## src/rtl/ds_pkg.sv

```systemverilog
package ds_pkg;

  typedef enum logic [1:0] {
    SPD_NARROW = 2'd0,
    SPD_HALF   = 2'd1,
    SPD_FULL   = 2'd2,
    SPD_FULL_B = 2'd3
  } ds_speed_e;

  // Bits carried per word period for a rate code, given the full word width.
  function automatic int unsigned lanes_for(input logic [1:0] code,
                                            input int unsigned word_w);
    case (code)
      2'd0:    return word_w / 4;
      2'd1:    return word_w / 2;
      default: return word_w;
    endcase
  endfunction

endpackage

```

## src/rtl/ds_phase_gen.sv

```systemverilog
module ds_phase_gen #(
  parameter int unsigned WORD_W = 8,
  localparam int unsigned PH_W  = $clog2(WORD_W),
  localparam int unsigned CNT_W = $clog2(WORD_W + 1)
) (
  input  logic             clk,
  input  logic             rst_n,
  input  logic [CNT_W-1:0] lanes,
  output logic             slot,
  output logic             bit_en
);

  logic [PH_W-1:0] ph_q, ph_d;
  logic [PH_W-1:0] step_mask;

  always_comb begin
    ph_d = ph_q + 1'b1;
  end

  always_ff @(posedge clk or negedge rst_n) begin
    if (!rst_n) ph_q <= '0;
    else        ph_q <= ph_d;
  end

  // Slot spacing between bits is WORD_W / lanes clocks, a power of two.
  always_comb begin
    step_mask = PH_W'((WORD_W / ((lanes == '0) ? 1 : int'(lanes))) - 1);
    slot      = (ph_q == '0);
    bit_en    = ((ph_q & step_mask) == '0);
  end

endmodule

```

## src/rtl/ds_tx_encoder.sv

```systemverilog
module ds_tx_encoder #(
  parameter int unsigned WORD_W = 8,
  localparam int unsigned CNT_W = $clog2(WORD_W + 1)
) (
  input  logic              clk,
  input  logic              rst_n,
  input  logic              slot,
  input  logic              bit_en,
  input  logic [CNT_W-1:0]  lanes,
  input  logic              tx_valid,
  input  logic [WORD_W-1:0] tx_data,
  output logic              line_data,
  output logic              line_strobe
);

  logic [WORD_W-1:0] sr_q, sr_d;
  logic [CNT_W-1:0]  left_q, left_d;
  logic              data_q, data_d;
  logic              strb_q, strb_d;
  logic              emit;
  logic              nbit;

  always_comb begin
    emit   = 1'b0;
    nbit   = data_q;
    sr_d   = sr_q;
    left_d = left_q;
    if (slot) begin
      left_d = '0;
      if (tx_valid) begin
        emit   = 1'b1;
        nbit   = tx_data[WORD_W-1];
        sr_d   = tx_data << 1;
        left_d = lanes - 1'b1;
      end
    end else if (bit_en && (left_q != '0)) begin
      emit   = 1'b1;
      nbit   = sr_q[WORD_W-1];
      sr_d   = sr_q << 1;
      left_d = left_q - 1'b1;
    end
  end

  // Strobe flips on a repeated bit, so exactly one line moves per bit.
  always_comb begin
    data_d = emit ? nbit : data_q;
    strb_d = (emit && (nbit == data_q)) ? ~strb_q : strb_q;
  end

  always_ff @(posedge clk or negedge rst_n) begin
    if (!rst_n) begin
      sr_q   <= '0;
      left_q <= '0;
      data_q <= 1'b0;
      strb_q <= 1'b0;
    end else begin
      sr_q   <= sr_d;
      left_q <= left_d;
      data_q <= data_d;
      strb_q <= strb_d;
    end
  end

  assign line_data   = data_q;
  assign line_strobe = strb_q;

endmodule

```

## src/rtl/ds_rx_decoder.sv

```systemverilog
module ds_rx_decoder #(
  parameter int unsigned WORD_W = 8,
  localparam int unsigned CNT_W = $clog2(WORD_W + 1)
) (
  input  logic              clk,
  input  logic              rst_n,
  input  logic [CNT_W-1:0]  lanes,
  input  logic              line_data,
  input  logic              line_strobe,
  output logic              word_valid,
  output logic [WORD_W-1:0] word
);

  logic              par_q, par_d;
  logic [WORD_W-1:0] acc_q, acc_d;
  logic [CNT_W-1:0]  cnt_q, cnt_d;
  logic              vld_q, vld_d;
  logic [WORD_W-1:0] word_q, word_d;
  logic              tick;

  always_comb begin
    par_d  = line_data ^ line_strobe;
    tick   = (par_d != par_q);
    acc_d  = acc_q;
    cnt_d  = cnt_q;
    vld_d  = 1'b0;
    word_d = word_q;
    if (tick) begin
      acc_d = {acc_q[WORD_W-2:0], line_data};
      if ((cnt_q + 1'b1) == lanes) begin
        cnt_d  = '0;
        vld_d  = 1'b1;
        word_d = acc_d << (CNT_W'(WORD_W) - lanes);
      end else begin
        cnt_d = cnt_q + 1'b1;
      end
    end
  end

  always_ff @(posedge clk or negedge rst_n) begin
    if (!rst_n) begin
      par_q  <= 1'b0;
      acc_q  <= '0;
      cnt_q  <= '0;
      vld_q  <= 1'b0;
      word_q <= '0;
    end else begin
      par_q  <= par_d;
      acc_q  <= acc_d;
      cnt_q  <= cnt_d;
      vld_q  <= vld_d;
      word_q <= word_d;
    end
  end

  assign word_valid = vld_q;
  assign word       = word_q;

endmodule

```

## src/rtl/ds_link_codec.sv

```systemverilog
module ds_link_codec #(
  parameter int unsigned WORD_W = 8
) (
  input  logic              clk,
  input  logic              rst_n,
  input  logic [1:0]        speed,
  input  logic              tx_valid,
  input  logic [WORD_W-1:0] tx_data,
  output logic              word_slot,
  output logic              txb_data,
  output logic              txa_strobe,
  input  logic              rxa_data,
  input  logic              rxb_strobe,
  output logic              rx_valid,
  output logic [WORD_W-1:0] rx_word
);

  localparam int unsigned CNT_W = $clog2(WORD_W + 1);

  logic             rst_meta_n, rst_sync_n;
  logic [1:0]       spd_q, spd_d;
  logic [CNT_W-1:0] tx_lanes, rx_lanes;
  logic             slot, bit_en;

  // Asynchronous assertion, synchronous release.
  always_ff @(posedge clk or negedge rst_n) begin
    if (!rst_n) begin
      rst_meta_n <= 1'b0;
      rst_sync_n <= 1'b0;
    end else begin
      rst_meta_n <= 1'b1;
      rst_sync_n <= rst_meta_n;
    end
  end

  // Rate code is captured at each load edge for the transmit path.
  always_comb begin
    spd_d = slot ? speed : spd_q;
  end

  always_ff @(posedge clk or negedge rst_sync_n) begin
    if (!rst_sync_n) spd_q <= 2'd0;
    else             spd_q <= spd_d;
  end

  always_comb begin
    tx_lanes = CNT_W'(ds_pkg::lanes_for(spd_q, WORD_W));
    rx_lanes = CNT_W'(ds_pkg::lanes_for(speed, WORD_W));
  end

  ds_phase_gen #(.WORD_W(WORD_W)) u_phase (
    .clk    (clk),
    .rst_n  (rst_sync_n),
    .lanes  (tx_lanes),
    .slot   (slot),
    .bit_en (bit_en)
  );

  ds_tx_encoder #(.WORD_W(WORD_W)) u_enc (
    .clk         (clk),
    .rst_n       (rst_sync_n),
    .slot        (slot),
    .bit_en      (bit_en),
    .lanes       (tx_lanes),
    .tx_valid    (tx_valid),
    .tx_data     (tx_data),
    .line_data   (txb_data),
    .line_strobe (txa_strobe)
  );

  ds_rx_decoder #(.WORD_W(WORD_W)) u_dec (
    .clk         (clk),
    .rst_n       (rst_sync_n),
    .lanes       (rx_lanes),
    .line_data   (rxa_data),
    .line_strobe (rxb_strobe),
    .word_valid  (rx_valid),
    .word        (rx_word)
  );

  assign word_slot = slot;

endmodule

```

## config.mk

```make
export PLATFORM = sky130hd
export DESIGN_NAME = ds_link_codec
export DESIGN_NICKNAME = d
export VERILOG_FILES = /design/src/rtl/ds_pkg.sv /design/src/rtl/ds_phase_gen.sv /design/src/rtl/ds_tx_encoder.sv /design/src/rtl/ds_rx_decoder.sv /design/src/rtl/ds_link_codec.sv
export SDC_FILE = /design/constraint.sdc
export NUM_CORES = 1
export LEC_CHECK = 0
export BUFFER_PORTS_ARGS = -buffer_cell sky130_fd_sc_hd__buf_4
export CORE_UTILIZATION = 35
export CTS_CLUSTER_SIZE = 30
export DETAILED_ROUTE_END_ITERATION = 8
export MAX_ROUTING_LAYER = met4
export SYNTH_ARGS = -nofsm -noshare
export SYNTH_HDL_FRONTEND = slang
export SYNTH_HIERARCHICAL = 1
export SYNTH_SLANG_ARGS = --single-unit
```

## constraint.sdc

```tcl
create_clock -name clk -period 1.35 [get_ports clk]
set_input_delay 0.0675 -clock clk [delete_from_list [all_inputs] [get_ports clk]]
set_output_delay 0.0675 -clock clk [all_outputs]
set_load 0.01 [all_outputs]
```

After elaboration in Yosys (flattened, before gate mapping)
Index checks and enable logic that the tools add are counted.

cells by class
  multiplexer cells = 18
  shifts and indexed selects = 1
  add/subtract/negate cells = 6
  equality and inequality tests = 6
  reductions and logical operators = 11
  div/mod/pow operators = 1
  bitwise operators = 3

operators with widths
  operator                                          count
  divider 4 x 32 -> 32 bit, first input constant    1
  two-way mux 8 bit                                 3
  two-way mux 4 bit                                 5
  one-hot mux 4 bit (2 select lines)                2
  two-way mux 1 bit                                 8
  left shift 8 x 4 -> 8 bit                         1
  subtractor 4 x 1 -> 4 bit, second input constant  2
  zero test 3 bit                                   2
  adder 4 x 1 -> 4 bit, second input constant       1
  == test 2 x 1 -> 1 bit, second input constant     2
  == test 4 bit                                     1
  zero test 2 bit                                   2
  zero test 4 bit                                   1
  AND reduction 2 bit                               2
  nonzero test 4 bit                                1
  subtractor 4 bit, first input constant            1
  adder 3 x 1 -> 3 bit, second input constant       1
  bitwise AND 3 bit                                 1
  subtractor 3 x 1 -> 3 bit, second input constant  1
  logical AND 1 bit                                 2
  != test 2 bit, second input constant              1
  nonzero test 2 bit                                1
  == test 1 bit                                     1
  != test 1 bit                                     1
  2 further kinds                                   2

word-level totals
  register bits = 42
  bits of input ports = 15
  output and inout bits = 12

Depth between registers and ports, before layout
  word-level depth = 13
  depth in mapped cells = 70
  depth with buffers taken out = 61

By module
The synthesis kept the hierarchy.

modules (own cells, without submodules)
  module         cells each  times used  area each (um2)  sequential area each (um2)
  ds_phase_gen   766         1           5,173.7          75.1
  ds_rx_decoder  105         1           1,224.9          525.5
  ds_tx_encoder  73          1           732.0            325.3
  ds_link_codec  14          1           157.7            100.1

Least setup slack after synthesis
Ideal clock, no wire load.

  path kind = register to register
  start = register spd_q[1]
  end = register u_enc.strb_q (netlist: u_enc/line_strobe)
  cell stages (with the launch flop) = 67
  path slack = -11.673 ns
  buffers on the path = 8
  required time = 1.271 ns
  arrival time = 12.944 ns
  path through = dfrtp_1 -> clkbuf_1 -> buf_6 -> or3_1 -> buf_2 -> nand2b_1 -> clkbuf_1 -> inv_1 -> ha_1 -> nor2_1 -> nor2_1 -> nand2_1 -> clkbuf_1 -> nand2_1 -> ha_1 -> and4bb_1 -> nand2_1 -> o41ai_4 -> [31 not listed] -> o21a_1 -> nand3_1 -> and4bb_1 -> o21ai_0 -> ha_1 -> a31oi_1 -> o211a_1 -> nor4b_1 -> nor3b_1 -> o211ai_1 -> a211oi_2 -> ha_1 -> inv_1 -> a222oi_1 -> nand2b_4 -> o32a_1 -> mux2i_1 -> xor2_1

between the ends
  cells in the longest elaborated chain, start to end = 13

RTL lines
  what                                                              line                 source
  from (decl)                                                       ds_link_codec.sv:21  logic [1:0] spd_q, spd_d;
  from (signal assigned)                                            ds_link_codec.sv:43  else spd_q <= spd_d;
  == test 2 x 1 -> 1 bit / zero test 2 bit (equally long branches)  ds_pkg.sv:13         case (code)
  one-hot mux 4 bit (2 select lines) *                              ds_pkg.sv:13
  named net tx_lanes[3]                                             ds_link_codec.sv:22  logic [CNT_W-1:0] tx_lanes, rx_lanes;
  zero test 4 bit                                                   ds_phase_gen.sv:27   step_mask = PH_W'((WORD_W / ((lanes == '0) ? 1 : int'(lanes))) - 1);
  two-way mux 4 bit *                                               ds_phase_gen.sv:27
  divider 4 x 32 -> 32 bit *                                        ds_phase_gen.sv:27
  subtractor 3 x 1 -> 3 bit *                                       ds_phase_gen.sv:27
  bitwise AND 3 bit *                                               ds_phase_gen.sv:29   bit_en = ((ph_q & step_mask) == '0);
  zero test 3 bit *                                                 ds_phase_gen.sv:29
  named net bit_en                                                  ds_link_codec.sv:23  logic slot, bit_en;
  logical AND 1 bit *                                               ds_tx_encoder.sv:36  end else if (bit_en && (left_q != '0)) begin
  two-way mux 1 bit                                                 ds_tx_encoder.sv:36
  two-way mux 1 bit                                                 ds_tx_encoder.sv:28  if (slot) begin
  == test 1 bit                                                     ds_tx_encoder.sv:47  strb_d = (emit && (nbit == data_q)) ? ~strb_q : strb_q;
  logical AND 1 bit *                                               ds_tx_encoder.sv:47
  to (signal assigned)                                              ds_tx_encoder.sv:60  strb_q <= strb_d;
  to (decl)                                                         ds_tx_encoder.sv:19  logic strb_q, strb_d;

The timed path passes the listed nets; every way through them passes the cells marked *.
A chain may end at the register's enable or synchronous reset.

Worst setup path after layout
  start = register spd_q[0]
  end = register u_enc.strb_q (netlist: u_enc/line_strobe)

The elaborated chain is that of the path after synthesis.

==> results.sh <==
export IMPL_grt_setup_unrepaired="true"
export IMPL_grtUsageTotal=0.290
export IMPL_io_buffers=26
export IMPL_pre_cts_ws_ns=-9.85
export IMPL_vias=9735
export IMPL_synth_mux_area_frac=0.0627
export IMPL_status="complete, but fails checks"
export IMPL_critPathLaunchType="flip-flop"
export IMPL_ir_drop_mv=1.36
export IMPL_fp_dieArea_sq_um=21400
export IMPL_fin_tns_setup_ns=-130.71
export IMPL_multi_input_area_sq_um=6540
export IMPL_nets=1483
export IMPL_routabilityCongestion=0.988
export IMPL_initialDrtViolationCount=814
export IMPL_antenna_found_initial=0
export IMPL_violations="negative setup slack"
export IMPL_crit_arrival_ns=11.47
export IMPL_ant_nets=0
export IMPL_initial_utilization=0.359
export IMPL_synthSimpleGateAreaFrac=0.312
export IMPL_synthCells=958
export IMPL_grt_max_degree=24
export IMPL_cp_end_kind="flip-flop"
export IMPL_layout_min_cycle_time_ns=11.26
export IMPL_critPathRequiredTime_ns=1.56
export IMPL_setup_viol=32
export IMPL_setup_slack_ns=-9.91
export IMPL_syn_avg_cell_area_sq_um=7.61
export IMPL_wl_per_cell_um=18.3
export IMPL_dpl_hpwl_um=24000
export IMPL_async_flop_share=1.00
export IMPL_yosys_top_cells_area="dfrtp_1, nor2_1, ha_1"
export IMPL_synthTopCellsByCount="nor2_1, nand2_1, a21oi_1, o21ai_0, dfrtp_1"
export IMPL_cts_max_level=2
export IMPL_core_sq_um=20300
export IMPL_num_fill_cells=1821
export IMPL_syn_area_sq_um=7290
export IMPL_maxCapViolCount=0
export IMPL_ys_warn_count=6
export IMPL_clkTransAtPathRegs_ns=0.06
export IMPL_hold_path_class="in2reg"
export IMPL_total_power_mw=14.4
export IMPL_grt_pass1_wl_um=48700
export IMPL_io_pins=27
export IMPL_n_antenna_cell=0
export IMPL_crit_type="reg2reg"
export IMPL_cp_num_buf_inv=15
export IMPL_grt_overflow_total=0
export IMPL_slowest_stage="or4b_4"
export IMPL_holdWs_ns=0.0408
export IMPL_die_width_um=146
export IMPL_grt_pass1_vias=9520
export IMPL_power_leakage_nw=5.62
export IMPL_layout_drive_gt1_share=0.485
export IMPL_synth_most_common_cell="nor2_1"
export IMPL_cts_buffers=5
export IMPL_path_delay_family="simple AND/OR/NAND/NOR gates"
export IMPL_firstDrtPassIters=6
export IMPL_finalMaxSlewViolations=0
export IMPL_synthFlopType="dfrtp_1"
export IMPL_post_route_drc_count=0
export IMPL_tightest_slew_ns=0.595
export IMPL_synth_top_family_by_area="compound AO/OA/AOI/OAI gates"
export IMPL_synth_largest_area_cell="dfrtp_1"
export IMPL_clock_skew_ns=0.00463
export IMPL_post_route_period_util=8.34
export IMPL_synthAdderAreaFrac=0.0464
export IMPL_synth_edff_count=0
export IMPL_synth_xor_area_share=0.0687
export IMPL_cts_buffer_depth=2
export IMPL_clk_latency_ns=0.29
export IMPL_cp_common_cell="buf_4"
export IMPL_yosysSeqAreaShare=0.141
export IMPL_route_final_wire_length_um=31400
export IMPL_max_stage_delay_ns=0.53
export IMPL_fmax_mhz=88.8
export IMPL_clkSinkCount=41
export IMPL_area_growth_pct=68.2
export IMPL_netlist_area_leader_share=0.141
export IMPL_fp_row_count=52
export IMPL_fin_util=0.604
export IMPL_vias_per_cell=5.69
export IMPL_power_density_nw_per_um2=1180
export IMPL_synth_compound_area_frac=0.318
export IMPL_cts_root_buffer="clkbuf_16"
export IMPL_regArea_sq_um=1030
export IMPL_hold_viol=0
export IMPL_crit_fanout=4
export IMPL_die_h_um=146
export IMPL_cts_tree="done"
export IMPL_synth_cell_types=124
export IMPL_maxSlewHeadroom=0.600
export IMPL_ys_seq_elements=41
## routing by layer
metal	track usage	routed length [um]	vias to the layer above
met2	0.476	14700	357
met4	0.118	1260	0
met3	0.0213	1640	100
li1	-	-	4618
met5	-	0	-
met1	0.367	13800	4660
## cells by family (layout without fill, tap and decap cells)
family,Yosys count,after routing
AO/OA/AOI/OAI,308,308
XOR/XNOR,53,53
adder cells (fa/ha/maj),27,27
buffers and inverters,78,557
flip-flops,41,41
multiplexers,41,41
other,2,7
AND/OR/NAND/NOR,408,408
## layout make-up
type / count / share of cell area
Multi-Input combinational cell: 844 / 0.534
Timing Repair Buffer: 516 / 0.330
Sequential cell: 41 / 0.0840
Tap cell: 270 / 0.0276
Clock buffer: 7 / 0.0116
Inverter: 33 / 0.0108
Clock inverter: 1 / 0.00245
## per-stage QoR
step / cells / area, sq um
floorplan: 963 / 7600
global placement: 1628 / 11000
detailed placement: 1628 / 11000
CTS: 1700 / 11900
global route: 1712 / 12300
finish: 1712 / 12300
## registers in the layout (all words and copies together), names as in the netlist, 2 cells and up
signal        flops
u_dec/word        8
u_dec/acc_q       7
u_enc/sr_q        7
u_dec/cnt_q       4
u_enc/left_q      4
u_phase/ph_q      3
spd_q             2
## worst min-delay path: cells and delay by family
| kind | cells | cell delay (ns) |
|---|---|---|
| buffers and inverters | 1 | 0.08 |
| AND/OR/NAND/NOR | 1 | 0.08 |
| AO/OA/AOI/OAI | 1 | 0.06 |
## report_power, final
group | total, mW | leakage, nW | switching, mW | internal [mW]
Clock | 1.40 | 0.0841 | 0.475 | 0.924
Sequential | 1.88 | 0.495 | 0.309 | 1.57
Combinational | 11.2 | 5.04 | 5.41 | 5.76
## placed cells by master (no fill, tap or decap), types with 11 or more instances in the layout
master    instances
nor2_4           12
or3_1            19
mux2i_1          22
ha_1             15
o21ai_0          38
buf_4           487
nor2_1           77
nand2b_1         12
nand3_1          36
o21ai_1          17
mux2_4           14
nor4_1           11
a21oi_1          47
o21ai_2          11
buf_6            19
and3_1           11
dfrtp_1          38
inv_1            28
xnor2_1          30
nor3_1           30
nand2_1          74
o211ai_1         15
and2_1           12
a211oi_1         12
xor2_1           15
a31oi_1          11
## path summary, 6_finish.rpt
path / startpoint / endpoint / slack (ns) / cells after the start
worst min-delay path: tx_data[0] / u_enc/sr_q[1]$_DFFE_PN0P_ / 0.04 / 3
max in group asynchronous: rst_sync_n$_DFF_PN0_ / u_dec/cnt_q[2]$_DFFE_PN0N_ / 0.68 / 1
worst max-delay path: spd_q[0]$_DFFE_PN0P_ / u_enc/line_strobe$_DFFE_PN0P_ / -9.91 / 65
worst max register to register: spd_q[0]$_DFFE_PN0P_ / u_enc/line_strobe$_DFFE_PN0P_ / -9.91 / 65
worst min register to register: rst_sync_n$_DFF_PN0_ / u_enc/line_data$_DFFE_PN0P_ / 0.19 / 0
min in group asynchronous: rst_n / rst_sync_n$_DFF_PN0_ / 0.10 / 2
## repair_timing
item	CTS	global route
endpoints found under the setup margin	33	33
cloned	0	1
gates resized for setup	52	67
hold endpoints to repair	3	0
pin swaps	49	18
buffers inserted	62	15
hold buffers	2	0
Note: power is estimated with default switching activity, not from simulation.
